`src/rtl/pwr_mode_pkg.sv`:
```
package pwr_mode_pkg;
    typedef enum logic [1:0] {
        ST_RESET = 2'd0,
        ST_RUN   = 2'd1,
        ST_IDLE  = 2'd2,
        ST_PDOWN = 2'd3
    } pm_state_t;
endpackage

```
`src/rtl/rst_qual.sv`:
```
module rst_qual #(
    parameter int RST_HOLD = 24
) (
    input  logic clk_osc,
    input  logic rst_pin,
    output logic rst_int
);
    localparam int CW = $clog2(RST_HOLD + 1);
    localparam logic [CW-1:0] HOLD_V = CW'(RST_HOLD);

    logic [CW-1:0] cnt_q;

    // Saturating run-length counter of high pin samples
    always_ff @(posedge clk_osc) begin
        if (!rst_pin)
            cnt_q <= '0;
        else if (cnt_q != HOLD_V)
            cnt_q <= cnt_q + 1'b1;
    end

    assign rst_int = (cnt_q == HOLD_V);
endmodule

```
`src/rtl/pwr_mode_fsm.sv`:
```
module pwr_mode_fsm
    import pwr_mode_pkg::*;
(
    input  logic      clk_osc,
    input  logic      rst_int,
    input  logic      req_wr,
    input  logic      req_idle,
    input  logic      req_pd,
    input  logic      irq_pend,
    output pm_state_t state,
    output logic      idle_bit,
    output logic      pd_bit
);
    pm_state_t state_d;

    always_comb begin
        state_d = state;
        unique case (state)
            ST_RESET: state_d = ST_RUN;
            ST_RUN: begin
                if (pd_bit)        state_d = ST_PDOWN;
                else if (idle_bit) state_d = ST_IDLE;
            end
            ST_IDLE:  if (irq_pend) state_d = ST_RUN;
            ST_PDOWN: state_d = ST_PDOWN;
        endcase
    end

    always_ff @(posedge clk_osc) begin
        if (rst_int) state <= ST_RESET;
        else         state <= state_d;
    end

    // Power control request bits
    always_ff @(posedge clk_osc) begin
        if (rst_int) begin
            idle_bit <= 1'b0;
            pd_bit   <= 1'b0;
        end else if (state == ST_RUN && req_wr) begin
            idle_bit <= req_idle;
            pd_bit   <= req_pd;
        end else if (state == ST_IDLE && irq_pend) begin
            idle_bit <= 1'b0;
            pd_bit   <= 1'b0;
        end
    end
endmodule

```
`src/rtl/pin_override.sv`:
```
module pin_override
    import pwr_mode_pkg::*;
(
    input  pm_state_t state,
    input  logic      ext_prog,
    input  logic      rst_pin,
    output logic      cpu_clk_en,
    output logic      per_clk_en,
    output logic      osc_en,
    output logic      strobe_ovr,
    output logic      strobe_lvl,
    output logic      p0_float,
    output logic      p2_addr,
    output logic      pwm_high
);
    always_comb begin
        cpu_clk_en = 1'b1;
        per_clk_en = 1'b1;
        osc_en     = 1'b1;
        strobe_ovr = 1'b0;
        strobe_lvl = 1'b0;
        p0_float   = 1'b0;
        p2_addr    = 1'b0;
        pwm_high   = 1'b0;
        unique case (state)
            ST_RESET, ST_RUN: ;
            ST_IDLE: begin
                cpu_clk_en = 1'b0;
                strobe_ovr = 1'b1;
                strobe_lvl = 1'b1;
                p0_float   = ext_prog;
                p2_addr    = ext_prog;
                pwm_high   = 1'b1;
            end
            ST_PDOWN: begin
                cpu_clk_en = 1'b0;
                per_clk_en = 1'b0;
                osc_en     = rst_pin;
                strobe_ovr = 1'b1;
                strobe_lvl = 1'b0;
                p0_float   = ext_prog;
                pwm_high   = 1'b1;
            end
        endcase
    end
endmodule

```
`src/rtl/pwr_mode_ctrl.sv`:
```
module pwr_mode_ctrl
    import pwr_mode_pkg::*;
#(
    parameter int RST_HOLD = 24
) (
    input  logic clk_osc,
    input  logic rst_pin,
    input  logic req_wr,
    input  logic req_idle,
    input  logic req_pd,
    input  logic irq_pend,
    input  logic ext_prog,
    output logic rst_int,
    output logic cpu_clk_en,
    output logic per_clk_en,
    output logic osc_en,
    output logic strobe_ovr,
    output logic strobe_lvl,
    output logic p0_float,
    output logic p2_addr,
    output logic pwm_high,
    output logic idle_bit,
    output logic pd_bit
);
    pm_state_t state;

    rst_qual #(.RST_HOLD(RST_HOLD)) u_rst_qual (
        .clk_osc (clk_osc),
        .rst_pin (rst_pin),
        .rst_int (rst_int)
    );

    pwr_mode_fsm u_fsm (
        .clk_osc  (clk_osc),
        .rst_int  (rst_int),
        .req_wr   (req_wr),
        .req_idle (req_idle),
        .req_pd   (req_pd),
        .irq_pend (irq_pend),
        .state    (state),
        .idle_bit (idle_bit),
        .pd_bit   (pd_bit)
    );

    pin_override u_pins (
        .state      (state),
        .ext_prog   (ext_prog),
        .rst_pin    (rst_pin),
        .cpu_clk_en (cpu_clk_en),
        .per_clk_en (per_clk_en),
        .osc_en     (osc_en),
        .strobe_ovr (strobe_ovr),
        .strobe_lvl (strobe_lvl),
        .p0_float   (p0_float),
        .p2_addr    (p2_addr),
        .pwm_high   (pwm_high)
    );
endmodule

```
`config.mk`:
```
export PLATFORM = sky130hd
export DESIGN_NAME = pwr_mode_ctrl
export DESIGN_NICKNAME = d
export VERILOG_FILES = /design/src/rtl/pwr_mode_pkg.sv /design/src/rtl/rst_qual.sv /design/src/rtl/pwr_mode_fsm.sv /design/src/rtl/pin_override.sv /design/src/rtl/pwr_mode_ctrl.sv
export SDC_FILE = /design/constraint.sdc
export NUM_CORES = 1
export LEC_CHECK = 0
export BUFFER_PORTS_ARGS = -buffer_cell sky130_fd_sc_hd__buf_2
export CORE_MARGIN = 3
export CORE_UTILIZATION = 32
export CTS_BUF_LIST = sky130_fd_sc_hd__clkbuf_4
export DETAILED_ROUTE_END_ITERATION = 16
export PLACE_DENSITY = 0.64
export SLEW_MARGIN = 20
export SYNTH_ARGS = -nofsm -noshare
export SYNTH_HDL_FRONTEND = slang
export SYNTH_HIERARCHICAL = 1
export SYNTH_SLANG_ARGS = --single-unit
```
`constraint.sdc`:
```
create_clock -name clk_osc -period 1.7 [get_ports clk_osc]
set_clock_uncertainty 0.2 [all_clocks]
set_input_delay 0.34 -clock clk_osc [delete_from_list [all_inputs] [get_ports clk_osc]]
set_output_delay 0.34 -clock clk_osc [all_outputs]
set_load 0.1 [all_outputs]
```
# After elaboration in Yosys (flattened, before gate mapping)

Index checks and enable logic that the tools add are counted.

Reductions and logical operators: 6
Add/subtract/negate cells: 1
Equality and inequality tests: 7
Multiplexer cells: 14

Operator list:

| operator              | number |
|---|---|
| $mux W1               | 10 |
| $pmux W2 S4           | 1 |
| $mux W2               | 3 |
| $add A5 B1 Y5 const B | 1 |
| $eq A5 B5 Y1 const B  | 1 |
| $ne A5 B5 Y1 const B  | 1 |
| $eq A2 B2 Y1 const B  | 2 |
| $ne A3 B1 Y1 const B  | 1 |
| $eq A2 B1 Y1 const B  | 1 |
| $logic_and A1 B1 Y1   | 2 |
| $logic_not A2 Y1      | 1 |
| $ne A2 B2 Y1 const B  | 1 |
| $reduce_and A2 Y1     | 1 |
| $reduce_bool A2 Y1    | 1 |
| $reduce_or A2 Y1      | 1 |

Bits of input ports: 7
Output and inout port bits: 11
Flip-flop bits (word level): 9
Logic and storage cells: 32

# Depth between registers and ports, before layout

Gate-level depths: netlist (run 1).

Depth after elaboration: 4
Depth in mapped cells: 5
Mapped depth without buffers: 4

# Cells and area by module

The synthesis (run 1) kept the hierarchy.

Modules (own cells, without submodules):

| module       | instances | cells each | area each (um^2) | sequential area each (um^2) |
|---|---|---|---|---|
| rst_qual     | 1         | 27         | 262.8            | 100.1 |
| pwr_mode_fsm | 1         | 21         | 178.9            | 80.1 |
| pin_override | 1         | 8          | 48.8             | 0.0 |

# Worst setup path before layout (run 1)

OpenSTA, ideal clock, no wires.

Kind: reg-to-output
From: register u_fsm.state[1]
To: output strobe_lvl
Cell stages (with the launch flop): 2
Slack: -0.677 ns
Data arrival time: 1.837 ns
Required time: 1.160 ns
Buffers on the path: 0
Cells stage by stage: dfxtp_1 -> nor2b_1

Word-level cells in the longest chain between the ends: 2

RTL lines:

| item                     | RTL line            | RTL |
|---|---|---|
| start: declaration       | pwr_mode_fsm.sv:10  | `output pm_state_t state,` |
| start signal: assignment | pwr_mode_fsm.sv:31  | `else state <= state_d;` |
| $eq A2 B2 Y1             | pin_override.sv:25  | `unique case (state)` |
| $mux W1                  | pin_override.sv:25  |  |
| end: declaration         | pwr_mode_ctrl.sv:18 | `output logic strobe_lvl,` |

Every way passes these cells.

# Worst setup path after layout (run 1)

From: register u_rst_qual.cnt_q[0]
To: output rst_int

Word-level cells in the longest chain between the ends: 1

RTL lines:

| item                     | RTL line            | RTL |
|---|---|---|
| start: declaration       | rst_qual.sv:11      | `logic [CW-1:0] cnt_q;` |
| start signal: assignment | rst_qual.sv:18      | `cnt_q <= cnt_q + 1'b1;` |
| $eq A5 B5 Y1             | rst_qual.sv:21      | `assign rst_int = (cnt_q == HOLD_V);` |
| end: declaration         | pwr_mode_ctrl.sv:13 | `output logic rst_int,` |

Every way passes these cells.

==> qor.csv, run 1 <==
stage;metric;value;unit
outcome;status;complete, but fails checks;
outcome;violated checks;setup timing;
final_layout;area grow syn2layout;58.42;%
cts;# clock sinks;9;
placement;Placed Cells;87;
floorplan;Die Y;45.15;µm
sta;final setup vio count;1;
synth;top cells by area, synth;dfxtp_1 37%, mux2i_1 8.2%, nand2_1 5.4%, ha_1 5.1%, nand2b_1 3.8%;
floorplan;full die area;2039;µm²
sta;hold_ws;0.1721;ns
pwr;pwr/cell area;744.9;nW/µm²
route;Initial DRC Count;7;
synth;top-area cell type share of the netlist area;0.3673;
final_layout;area taken by multi-input logic gates;286.5;µm²
final_layout;Filler cells;134;
cts;clk buf depth;2;
critical_path;crit path kind;register to output port;
cts;CTS Hold Buffers Added;0;
route;vias post-DR;434;
global_route;largest net degree at the start of global routing;15;
sta;Worst Max-Slew Pin Slew;0.4879;ns
cts;CTS H-tree depth;1;
synth;synthesized area;490.5;µm²
route;DRC;0;
sta;period utilization;1.024;
global_route;first-pass GRT wire length;1669;µm
critical_path;CP peak stage delay;0.32;ns
critical_path;RR Startpoint;u_rst_qual/cnt_q[0];
synth;cell taking the most area after synthesis;dfxtp_1;
cts;cts bufs inserted;3;
sta;RSZ-0062 raised after global routing;true;
final_layout;Cell Count, Final, Fillers Out;92;
sta;setup ws final;-0.04002;ns
critical_path;reg2reg setup slack;0.20;ns
route;DRT Wirelength;956;µm
sta;max_slew headroom;0.6769;
sta;Setup TNS Final;-0.04002;ns
sta;FMAX;0.5747;GHz
global_route;antenna violations before repair;0;
sta;final hold vios;0;
final_layout;Final Core Density;0.5687;
pwr;worst ir drop on vdd;0.4605;mV
flow_run;Max Cap Viol;0;
cts;CTS root buffer;clkbuf_4;
sta;max-slew violation count;0;
cts;Clock Pin Slew Worst Setup and Hold Paths;0.06;ns
worst_hold_path;Hold EP;u_fsm/state[1];
critical_path;Worst Setup End Kind;output port;
global_route;vias in the first global route;404;
synth;Synth Instances;56;
floorplan;initial core utilization;0.3590;
worst_hold_path;worst hold stages;3;
final_layout;design area;777.0;µm²
final_layout;register area;187.7;µm²
pwr;Pleak;0.3773;nW
synth;Net Count, Synth;65;
placement;placed wire-length estimate;741;µm
critical_path;worst r2r path cells;5;
floorplan;IO Count;18;
route;ANT nets after route;0;
critical_path;Critical Path AT;1.20;ns
floorplan;die width;45.15;µm
worst_hold_path;class of the worst hold path;input port to register;
final_layout;Net count, final;87;
critical_path;crit-path max FO;2;
global_route;global route overflow;0;
final_layout;Antenna Cells;0;
critical_path;Req. time, crit path;1.16;ns
floorplan;row cnt;13;
route;Routed WL per cell;10.39;µm
placement;routability cong.;0.7147;
worst_hold_path;Hold Startpoint;irq_pend;
global_route;Total GRT Usage;0.1117;
cts;CTS tree;built;
synth;syn_area_per_cell;8.758;µm²
floorplan;core area;1366;µm²
final_layout;layout cells sized above 1;0.4545;
sta;minimum clock period;1.740;ns
placement;DP Area;733.2;µm²
placement;I/O Buffers;17;
critical_path;FF-to-FF End;u_fsm/pd_bit;
synth;synthesis-stage register bit count;9;
route;DR pass1 iterations;3;
synth;post-synthesis sequential area ratio;0.3673;
critical_path;critical path's slowest cell;dfxtp_2;
synth;Cell variety after synth;25;
route;Vias/cell;4.717;
synth;YS warnings;6;
critical_path;crit start category;register;
cts;clock insertion delay at the later pin of the skew report;0.25;ns
critical_path;CP cell instances;inv_1 > ha_1 > and4b_2 > buf_12;
worst max-delay path: cells and delay by family (launching register included):
kind                     cells  cell delay, ns
AND/OR/NAND/NOR              1            0.24
adder cells (fa/ha/maj)      1            0.18
flip-flops                   1            0.32
buffers and inverters        2            0.21
per-layer routing:
metal	global-route usage	vias to the layer above	part of all wire	wire length, µm
met5	0	-	0	0
met4	0.05263	0	0	0
met3	0.03586	0	0.10	99
met2	0.1667	17	0.44	424
met1	0.1446	184	0.45	432
li1	-	233	-	-
layout by cell type (no fill, tap or decap):
master,synthesis,routed
a21oi_1,3,3
and2_2,1,1
and2b_2,1,1
and3b_2,0,1
and4b_2,0,1
and4bb_2,1,1
buf_12,0,9
buf_2,0,8
buf_4,1,3
clkbuf_4,0,4
dfxtp_1,9,5
dfxtp_2,0,3
dfxtp_4,0,1
ha_1,2,2
inv_1,3,3
mux2i_1,4,4
nand2_1,7,7
nand2b_1,3,3
nand3_1,2,2
nand3b_1,2,2
nor2_1,5,5
nor2b_4,0,1
nor3_1,1,1
nor3b_2,1,1
nor4_1,2,2
o31ai_1,1,1
or2b_1,1,1
xnor2_1,1,1
cells in the mapped netlist:
cell type / count
nand2_1: 7
nand2b_1: 3
buf_4: 1
mux2i_1: 4
a21oi_1: 3
nor2b_1: 1
dfxtp_1: 9
inv_1: 3
xnor2_1: 1
nor3b_2: 1
nand3b_1: 2
and4bb_2: 1
ha_1: 2
and2b_2: 1
nor2_1: 5
o31ai_1: 1
nor3_1: 1
or2b_1: 1
nand3_1: 2
and4b_1: 1
and3b_1: 1
nor4_1: 2
and2_2: 1
clkbuf_1: 1
buf_6: 1
per-stage QoR:
stage               power (mW)  setup WS (ns)
global route            0.6082       -0.08608
detailed placement      0.4060         0.1395
CTS                     0.5888       -0.05852
global placement        0.4032         0.2299
finish                  0.5788       -0.04002
floorplan               0.3640       0.006380
cell type report:
cell class	count	area share
multi-input cells	41	0.3688
repair buffers	20	0.3124
flip-flops and latches	9	0.2415
clock buffers	4	0.03865
well taps	15	0.02415
inverters	3	0.01449
logic make-up (layout without fill, tap and decap cells):
logic type / Yosys count / in the layout / synth area share
and+or+nand+nor: 30 / 30 / 0.3674
DFF: 9 / 9 / 0.3673
buffers and inverters: 6 / 27 / 0.06887
AOI/OAI and AO/OA: 4 / 4 / 0.04592
muxes: 4 / 4 / 0.08164
adders and majority gates: 2 / 2 / 0.05101
xor gates and xnor gates: 1 / 1 / 0.01786
how the worst max path moves through the flow:
stage,to,start
4_1_cts,rst_int,u_rst_qual/cnt_q[0]
5_1_grt,rst_int,u_rst_qual/cnt_q[0]
3_3_place_gp,rst_int,u_rst_qual/cnt_q[1]
3_5_place_dp,u_fsm/pd_bit,u_rst_qual/cnt_q[1]
2_1_floorplan,u_fsm/state[0],u_fsm/idle_bit
6_report,rst_int,u_rst_qual/cnt_q[0]
registers in the layout, summed over array words and instances, names as in the netlist:
register	count
u_fsm/state	2
u_fsm/idle_bit	1
u_rst_qual/cnt_q	5
u_fsm/pd_bit	1
repair_timing:
| action | 4_1_cts | 5_1_grt |
|---|---|---|
| endpoints found under the setup margin | 2 | 1 |
| pin swaps | 0 | 0 |
| gates resized for setup | 4 | 0 |
| setup buffers | 1 | 0 |
power by group:
part | internal [mW] | total (mW) | leakage [nW] | switching, mW
Clock | 0.106 | 0.174 | 0.0184 | 0.0682
Combinational | 0.0454 | 0.163 | 0.285 | 0.118
Sequential | 0.226 | 0.241 | 0.0735 | 0.0150
Power figures use the tool's default switching activity.
==> run 2: changes to the inputs <==
- PLACE_DENSITY: 0.64 -> 0.67
==> qor.csv, run 2 (synthesis gave the netlist of run 1 again) <==
stage;metric;value;unit;change
sta;max_slew headroom;0.6793;;+0.002340
worst_hold_path;Hold Startpoint;irq_pend;;
sta;max-slew violation count;0;;unchanged
critical_path;Worst Setup End Kind;output port;;
pwr;Power Internal;381.5;µW;+1.0%
global_route;largest net degree at the start of global routing;15;;unchanged
sta;RSZ-0062 raised after global routing;true;;
route;DR pass1 iterations;4;;+1
final_layout;max reg flops;5;;unchanged
sta;minimum clock period;1.731;ns;-0.009147 ns
route;ANT nets after route;0;;unchanged
sta;setup ws final;-0.03087;ns;+0.009147 ns
final_layout;most frequent cells in the layout;9 x buf_12, 8 x buf_2, 7 x nand2_1;;
pwr;Comb power frac;0.289;;+0.007
critical_path;Req. time, crit path;1.16;ns;about the same
sta;final hold vios;0;;unchanged
floorplan;die width;45.15;µm;unchanged
sta;Setup TNS Final;-0.03087;ns;+0.009147 ns
sta;FMAX;0.5777;GHz;+0.53%
cts;CTS tree;built;;
worst_hold_path;worst hold stages;3;;unchanged
critical_path;worst r2r path cells;5;;unchanged
cts;clock insertion delay at the later pin of the skew report;0.25;ns;about the same
critical_path;CP Capture Point;rst_int;;
final_layout;layout cells sized above 1;0.4935;;+0.03896
floorplan;row cnt;13;;unchanged
placement;I/O Buffers;17;;unchanged
global_route;first-pass GRT wire length;1759;µm;+5.4%
placement;routability cong.;0.7440;;+4.1%
route;Initial DRC Count;11;;+4
cts;CTS H-tree depth;1;;unchanged
critical_path;RR Startpoint;u_rst_qual/cnt_q[0];;
pwr;Sequential Power Share;0.411;;-0.006
cts;cts bufs inserted;3;;unchanged
critical_path;crit start category;register;;
placement;placed wire-length estimate;801.8;µm;+8.2%
final_layout;Net count, final;87;;unchanged
sta;hold_ws;0.1725;ns;+0.0004750 ns
critical_path;crit path launch;u_rst_qual/cnt_q[1];;
pwr;worst ir drop on vdd;0.4304;mV;-6.5%
global_route;Total GRT Usage;0.1194;;+0.007633
final_layout;commonest non-fill, non-tap cell in the layout;buf_12;;
floorplan;Die Y;45.15;µm;unchanged
route;Vias/cell;4.989;;+5.8%
route;DRC;0;;unchanged
worst_hold_path;class of the worst hold path;input port to register;;
cts;Clock Pin Slew Worst Setup and Hold Paths;0.06;ns;about the same
global_route;global route overflow;0;;unchanged
critical_path;critical path's slowest cell;dfxtp_2;;
pwr;clock power share;0.300;;about the same
floorplan;IO Count;18;;unchanged
final_layout;top flop regs;u_rst_qual/cnt_q: 5 flops, u_fsm/state: 2 flops;;
global_route;antenna violations before repair;0;;unchanged
floorplan;core area;1366;µm²;unchanged
critical_path;FF-to-FF End;u_fsm/idle_bit;;
critical_path;crit-path max FO;2;;unchanged
floorplan;full die area;2039;µm²;unchanged
final_layout;Antenna Cells;0;;unchanged
outcome;violated checks;setup timing;;
cts;# clock sinks;9;;unchanged
placement;setup slack after placement;0.07152;ns;-0.06799 ns
sta;final setup vio count;1;;unchanged
critical_path;buffers plus inverters on the worst setup path;2;;unchanged
pwr;switching pwr;209.4;µW;+4.2%
cts;clk buf depth;2;;unchanged
critical_path;WP depth;4;;unchanged
sta;Worst Max-Slew Pin Slew;0.4844;ns;-0.003535 ns
final_layout;area grow syn2layout;60.97;%;
critical_path;Critical Path AT;1.19;ns;about the same
final_layout;Largest Register;u_rst_qual/cnt_q;;
flow_run;Max Cap Viol;0;;unchanged
critical_path;reg2reg setup slack;0.17;ns;-0.03 ns
outcome;status;complete, but fails checks;;
pwr;switch share;0.3544;;+0.007041
critical_path;CP cell instances;inv_2 > ha_4 > and4b_2 > buf_12;;
critical_path;crit path kind;register to output port;;
route;Routed WL per cell;11.52;µm;+11%
critical_path;Crit path max-delay family;flip-flops;;
global_route;vias in the first global route;428;;+5.9%
critical_path;CP peak stage delay;0.32;ns;about the same
cts;CTS root buffer;clkbuf_4;;
pwr;Pleak;0.3774;nW;about the same
route;vias post-DR;459;;+5.8%
route;DRT Wirelength;1060;µm;+11%
floorplan;initial core utilization;0.3590;;unchanged
final_layout;Filler cells;111;;-17%
pwr;pwr/cell area;748.5;nW/µm²;+0.48%
sta;period utilization;1.018;;-0.005381
==> run 2: worst min path at each step <==
stage | to | slack (ns)
after floorplan | u_rst_qual/cnt_q[4] | 0.24
after global placement | u_rst_qual/cnt_q[4] | 0.26
after detailed placement | u_rst_qual/cnt_q[4] | 0.28
after CTS | u_fsm/state[1] | 0.17
after global routing | u_fsm/state[1] | 0.20
final | u_fsm/state[1] | 0.17
==> run 2: worst reg2reg max path, stage by stage, from the launching register on <==
cell     delay [ns]
dfxtp_2        0.34
inv_2          0.05
ha_4           0.14
and4b_2        0.22
buf_4          0.17
nor4_1         0.30
==> run 2: routing by layer <==
| metal | vias up | GRT usage | routed length [µm] |
|---|---|---|---|
| li1 | 229 | - | - |
| met1 | 208 | 0.1383 | 480 |
| met2 | 20 | 0.1864 | 450 |
| met3 | 2 | 0.04382 | 125 |
| met4 | 0 | 0.07018 | 4 |
| met5 | - | 0 | 0 |
==> run 2: per-stage QoR <==
step           cell area, µm²    util  power (mW)  std cells
3_5_place_dp            725.7  0.5311      0.4053         86
2_1_floorplan           505.5       -      0.3640         56
3_3_place_gp            725.7  0.5311      0.4010         86
6_report                789.5  0.5778      0.5910         92
5_1_grt                 789.5  0.5778      0.6150         92
4_1_cts                 788.3  0.5769      0.5959         92
==> run 2: power by group through the flow <==
stage                     Clock (mW)  Combinational [mW]  Sequential (mW)
after detailed placement           0               0.156            0.249
after floorplan                    0              0.0491            0.315
final                          0.177               0.171            0.243
after global routing           0.191               0.180            0.244
after global placement             0               0.153            0.248
after CTS                      0.183               0.170            0.242
==> run 2: final cells by class <==
type                    count  area, µm²  area share
multi-input cells          41      299.0      0.3788
repair buffers             20      242.7      0.3074
inverters                   3      11.26     0.01426
clock buffers               4      30.03     0.03803
well taps                  15      18.77     0.02377
flip-flops and latches      9      187.7      0.2377
==> run 2: repair_timing <==
item / 4_1_cts / 5_1_grt
pin swaps: 1 / 0
setup buffers: 2 / 0
gates resized for setup: 7 / 1
hold buffers: 0 / 0
setup endpoints to repair: 2 / 1
==> run 3: changes to the inputs <==
- ABC_AREA: default -> 1
==> qor.csv, run 3 <==
stage;metric;value;unit;change
floorplan;IO Count;18;;unchanged
critical_path;Req. time, crit path;1.16;ns;about the same
critical_path;CP peak stage delay;0.32;ns;about the same
global_route;largest net degree at the start of global routing;8;;-7
global_route;Total GRT Usage;0.1380;;+0.01864
global_route;antenna violations before repair;0;;unchanged
sta;RSZ-0062 raised after global routing;true;;
route;DRT Wirelength;1225;µm;+16%
synth;post-synthesis sequential area ratio;0.3609;;-0.006445
cts;cts bufs inserted;3;;unchanged
final_layout;top flop regs;u_rst_qual/cnt_q: 5 flops, u_fsm/state: 2 flops;;
worst_hold_path;class of the worst hold path;input port to register;;
synth;top-area cell type share of the netlist area;0.3609;;-0.006445
critical_path;Critical Path AT;1.14;ns;-0.05 ns
cts;CTS root buffer;clkbuf_4;;
critical_path;worst r2r path cells;7;;+2
synth;count leader, synth;nand2_1;;
critical_path;Crit path max-delay family;flip-flops;;
final_layout;area grow syn2layout;69.42;%;
sta;period utilization;0.9908;;-0.02732
synth;syn_area_per_cell;6.934;µm²;-21%
final_layout;Net count, final;107;;+23%
final_layout;layout cells sized above 1;0.5052;;+0.01165
sta;FMAX;0.5937;GHz;+2.8%
final_layout;most frequent cells in the layout;12 x nand2_1, 9 x buf_12, 8 x buf_2, 8 x nor2_1, 8 x nand3_1;;
final_layout;Largest Register;u_rst_qual/cnt_q;;
placement;I/O Buffers;17;;unchanged
critical_path;WP depth;5;;+1
cts;Clock Pin Slew Worst Setup and Hold Paths;0.06;ns;about the same
synth;synthesis-stage register bit count;9;;unchanged
cts;CTS tree;built;;
floorplan;full die area;2070;µm²;+1.5%
final_layout;Filler cells;129;;+16%
critical_path;crit-path max FO;3;;+1
floorplan;die width;45.50;µm;+0.76%
placement;routability cong.;0.8280;;+11%
synth;synthesized area;499.2;µm²;+1.8%
critical_path;crit start category;register;;
sta;max_slew headroom;0.6791;;about the same
critical_path;buffers plus inverters on the worst setup path;2;;unchanged
floorplan;Die Y;45.50;µm;+0.76%
sta;Worst Max-Slew Pin Slew;0.4847;ns;+0.0003300 ns
route;Initial DRC Count;7;;-4
cts;clk buf depth;2;;unchanged
route;ANT nets after route;0;;unchanged
route;DRC;0;;unchanged
synth;ys async rst share;0;;unchanged
route;Vias/cell;4.625;;-7.3%
sta;minimum clock period;1.684;ns;-0.04644 ns
floorplan;row cnt;13;;unchanged
floorplan;initial core utilization;0.3611;;+0.002112
critical_path;CP cell instances;inv_2 > ha_4 > nand2_4 > nor2_4 > buf_12;;
cts;CTS Hold Buffers Added;0;;unchanged
critical_path;critical path's slowest cell;dfxtp_2;;
synth;Cell variety after synth;19;;-24%
final_layout;commonest non-fill, non-tap cell in the layout;nand2_1;;
cts;CTS H-tree depth;1;;unchanged
global_route;first-pass GRT wire length;2132;µm;+21%
synth;YS warnings;6;;unchanged
cts;clock insertion delay at the later pin of the skew report;0.25;ns;about the same
final_layout;max reg flops;5;;unchanged
sta;max-slew violation count;0;;unchanged
sta;final setup vio count;0;;-1
synth;top cells by area, synth;dfxtp_1 36%, nand2_1 9.0%, nand3_1 8.0%, inv_1 7.5%, nor2_1 7.5%;;
floorplan;core area;1383;µm²;+1.2%
final_layout;Antenna Cells;0;;unchanged
critical_path;crit path kind;register to output port;;
synth;Post-synth EDFFs;0;;unchanged
flow_run;Max Cap Viol;0;;unchanged
synth;Synth Instances;72;;+29%
cts;# clock sinks;9;;unchanged
worst_hold_path;worst hold stages;3;;unchanged
sta;hold_ws;0.1417;ns;-0.03081 ns
synth;Top FF cell, synth;dfxtp_1;;
global_route;vias in the first global route;559;;+31%
placement;placed wire-length estimate;954.2;µm;+19%
synth;cell taking the most area after synthesis;dfxtp_1;;
route;Routed WL per cell;10.94;µm;-5.1%
synth;Net Count, Synth;81;;+25%
route;DR pass1 iterations;4;;unchanged
sta;final hold vios;0;;unchanged
route;vias post-DR;518;;+13%
global_route;global route overflow;0;;unchanged
outcome;status;complete, no violations;;
critical_path;Worst Setup End Kind;output port;;
synth;list of most frequent post-synthesis cells;12 x nand2_1, 10 x inv_1, 10 x nor2_1;;
==> run 3: cell count changes after synthesis, moves of 2 or more <==
| cell | change |
|---|---|
| inv_1 | +7 |
| inv_2 | +4 |
| nand3_1 | +6 |
| nand2_2 | +3 |
| nor4_1 | -2 |
| nor2_1 | +5 |
| mux2i_1 | -4 |
| nand2_1 | +5 |
| nand2b_1 | -3 |
==> run 3: repair_timing <==
item | 4_1_cts | 5_1_grt
cloned | 0 | 0
setup buffers | 4 | 0
pin swaps | 1 | 1
resized for setup | 1 | 1
endpoints found under the hold margin | 0 | 0
setup endpoints to repair | 2 | 2
==> run 3: cells by family (layout without fill, tap and decap cells) <==
kind of cell / count (synthesis) / after routing / share of synthesized area
and+or+nand+nor: 39 / 39 / 0.3860
buffers and inverters: 16 / 41 / 0.1278
DFF: 9 / 9 / 0.3609
AOI/OAI and AO/OA: 5 / 5 / 0.05765
adders and majority gates: 2 / 2 / 0.05012
xor gates and xnor gates: 1 / 1 / 0.01755
==> run 3: stage by stage <==
step | std cells | setup WS [ns] | util | instance area, µm² | TNS (ns)
after detailed placement | 104 | 0.2326 | 0.5638 | 779.5 | 0
after global placement | 104 | 0.2712 | 0.5638 | 779.5 | 0
after global routing | 112 | -0.04388 | 0.6118 | 845.8 | -0.04388
after floorplan | 72 | -0.3339 | - | 540.5 | -0.4840
after CTS | 112 | -0.02234 | 0.6109 | 844.6 | -0.02234
final | 112 | 0.01557 | 0.6118 | 845.8 | 0
==> run 3: tightest hold or removal path: stages <==
cell,delay [ns]
buf_2,0.13
nand2_1,0.06
nor2_1,0.03
==> run 3: final cells by class <==
type | count | area, µm² | area share
Multi-Input combinational cell | 47 | 287.8 | 0.3402
Timing Repair Buffer | 23 | 265.3 | 0.3136
Inverter | 14 | 56.30 | 0.06657
Sequential cell | 9 | 187.7 | 0.2219
Clock buffer | 4 | 30.03 | 0.03550
Tap cell | 15 | 18.77 | 0.02219
==> run 3: path summary, 6_finish.rpt <==
| path | from | end | slack (ns) |
|---|---|---|---|
| min reg2reg | u_fsm/state[0] | u_fsm/state[1] | 0.31 |
| min | rst_pin | u_rst_qual/cnt_q[0] | 0.14 |
| max | u_rst_qual/cnt_q[0] | rst_int | 0.02 |
| max reg2reg | u_rst_qual/cnt_q[0] | u_rst_qual/cnt_q[1] | 0.41 |
==> run 3: per-layer routing <==
layer | track usage | wire length (µm)
met1 | 0.1378 | 482
met2 | 0.2591 | 659
met3 | 0.05534 | 83
met4 | 0.03509 | 0
met5 | 0 | 0
Power of run 3 is not shown: default switching activity piles up to over one toggle a cycle in this logic, so the estimate is an artifact.
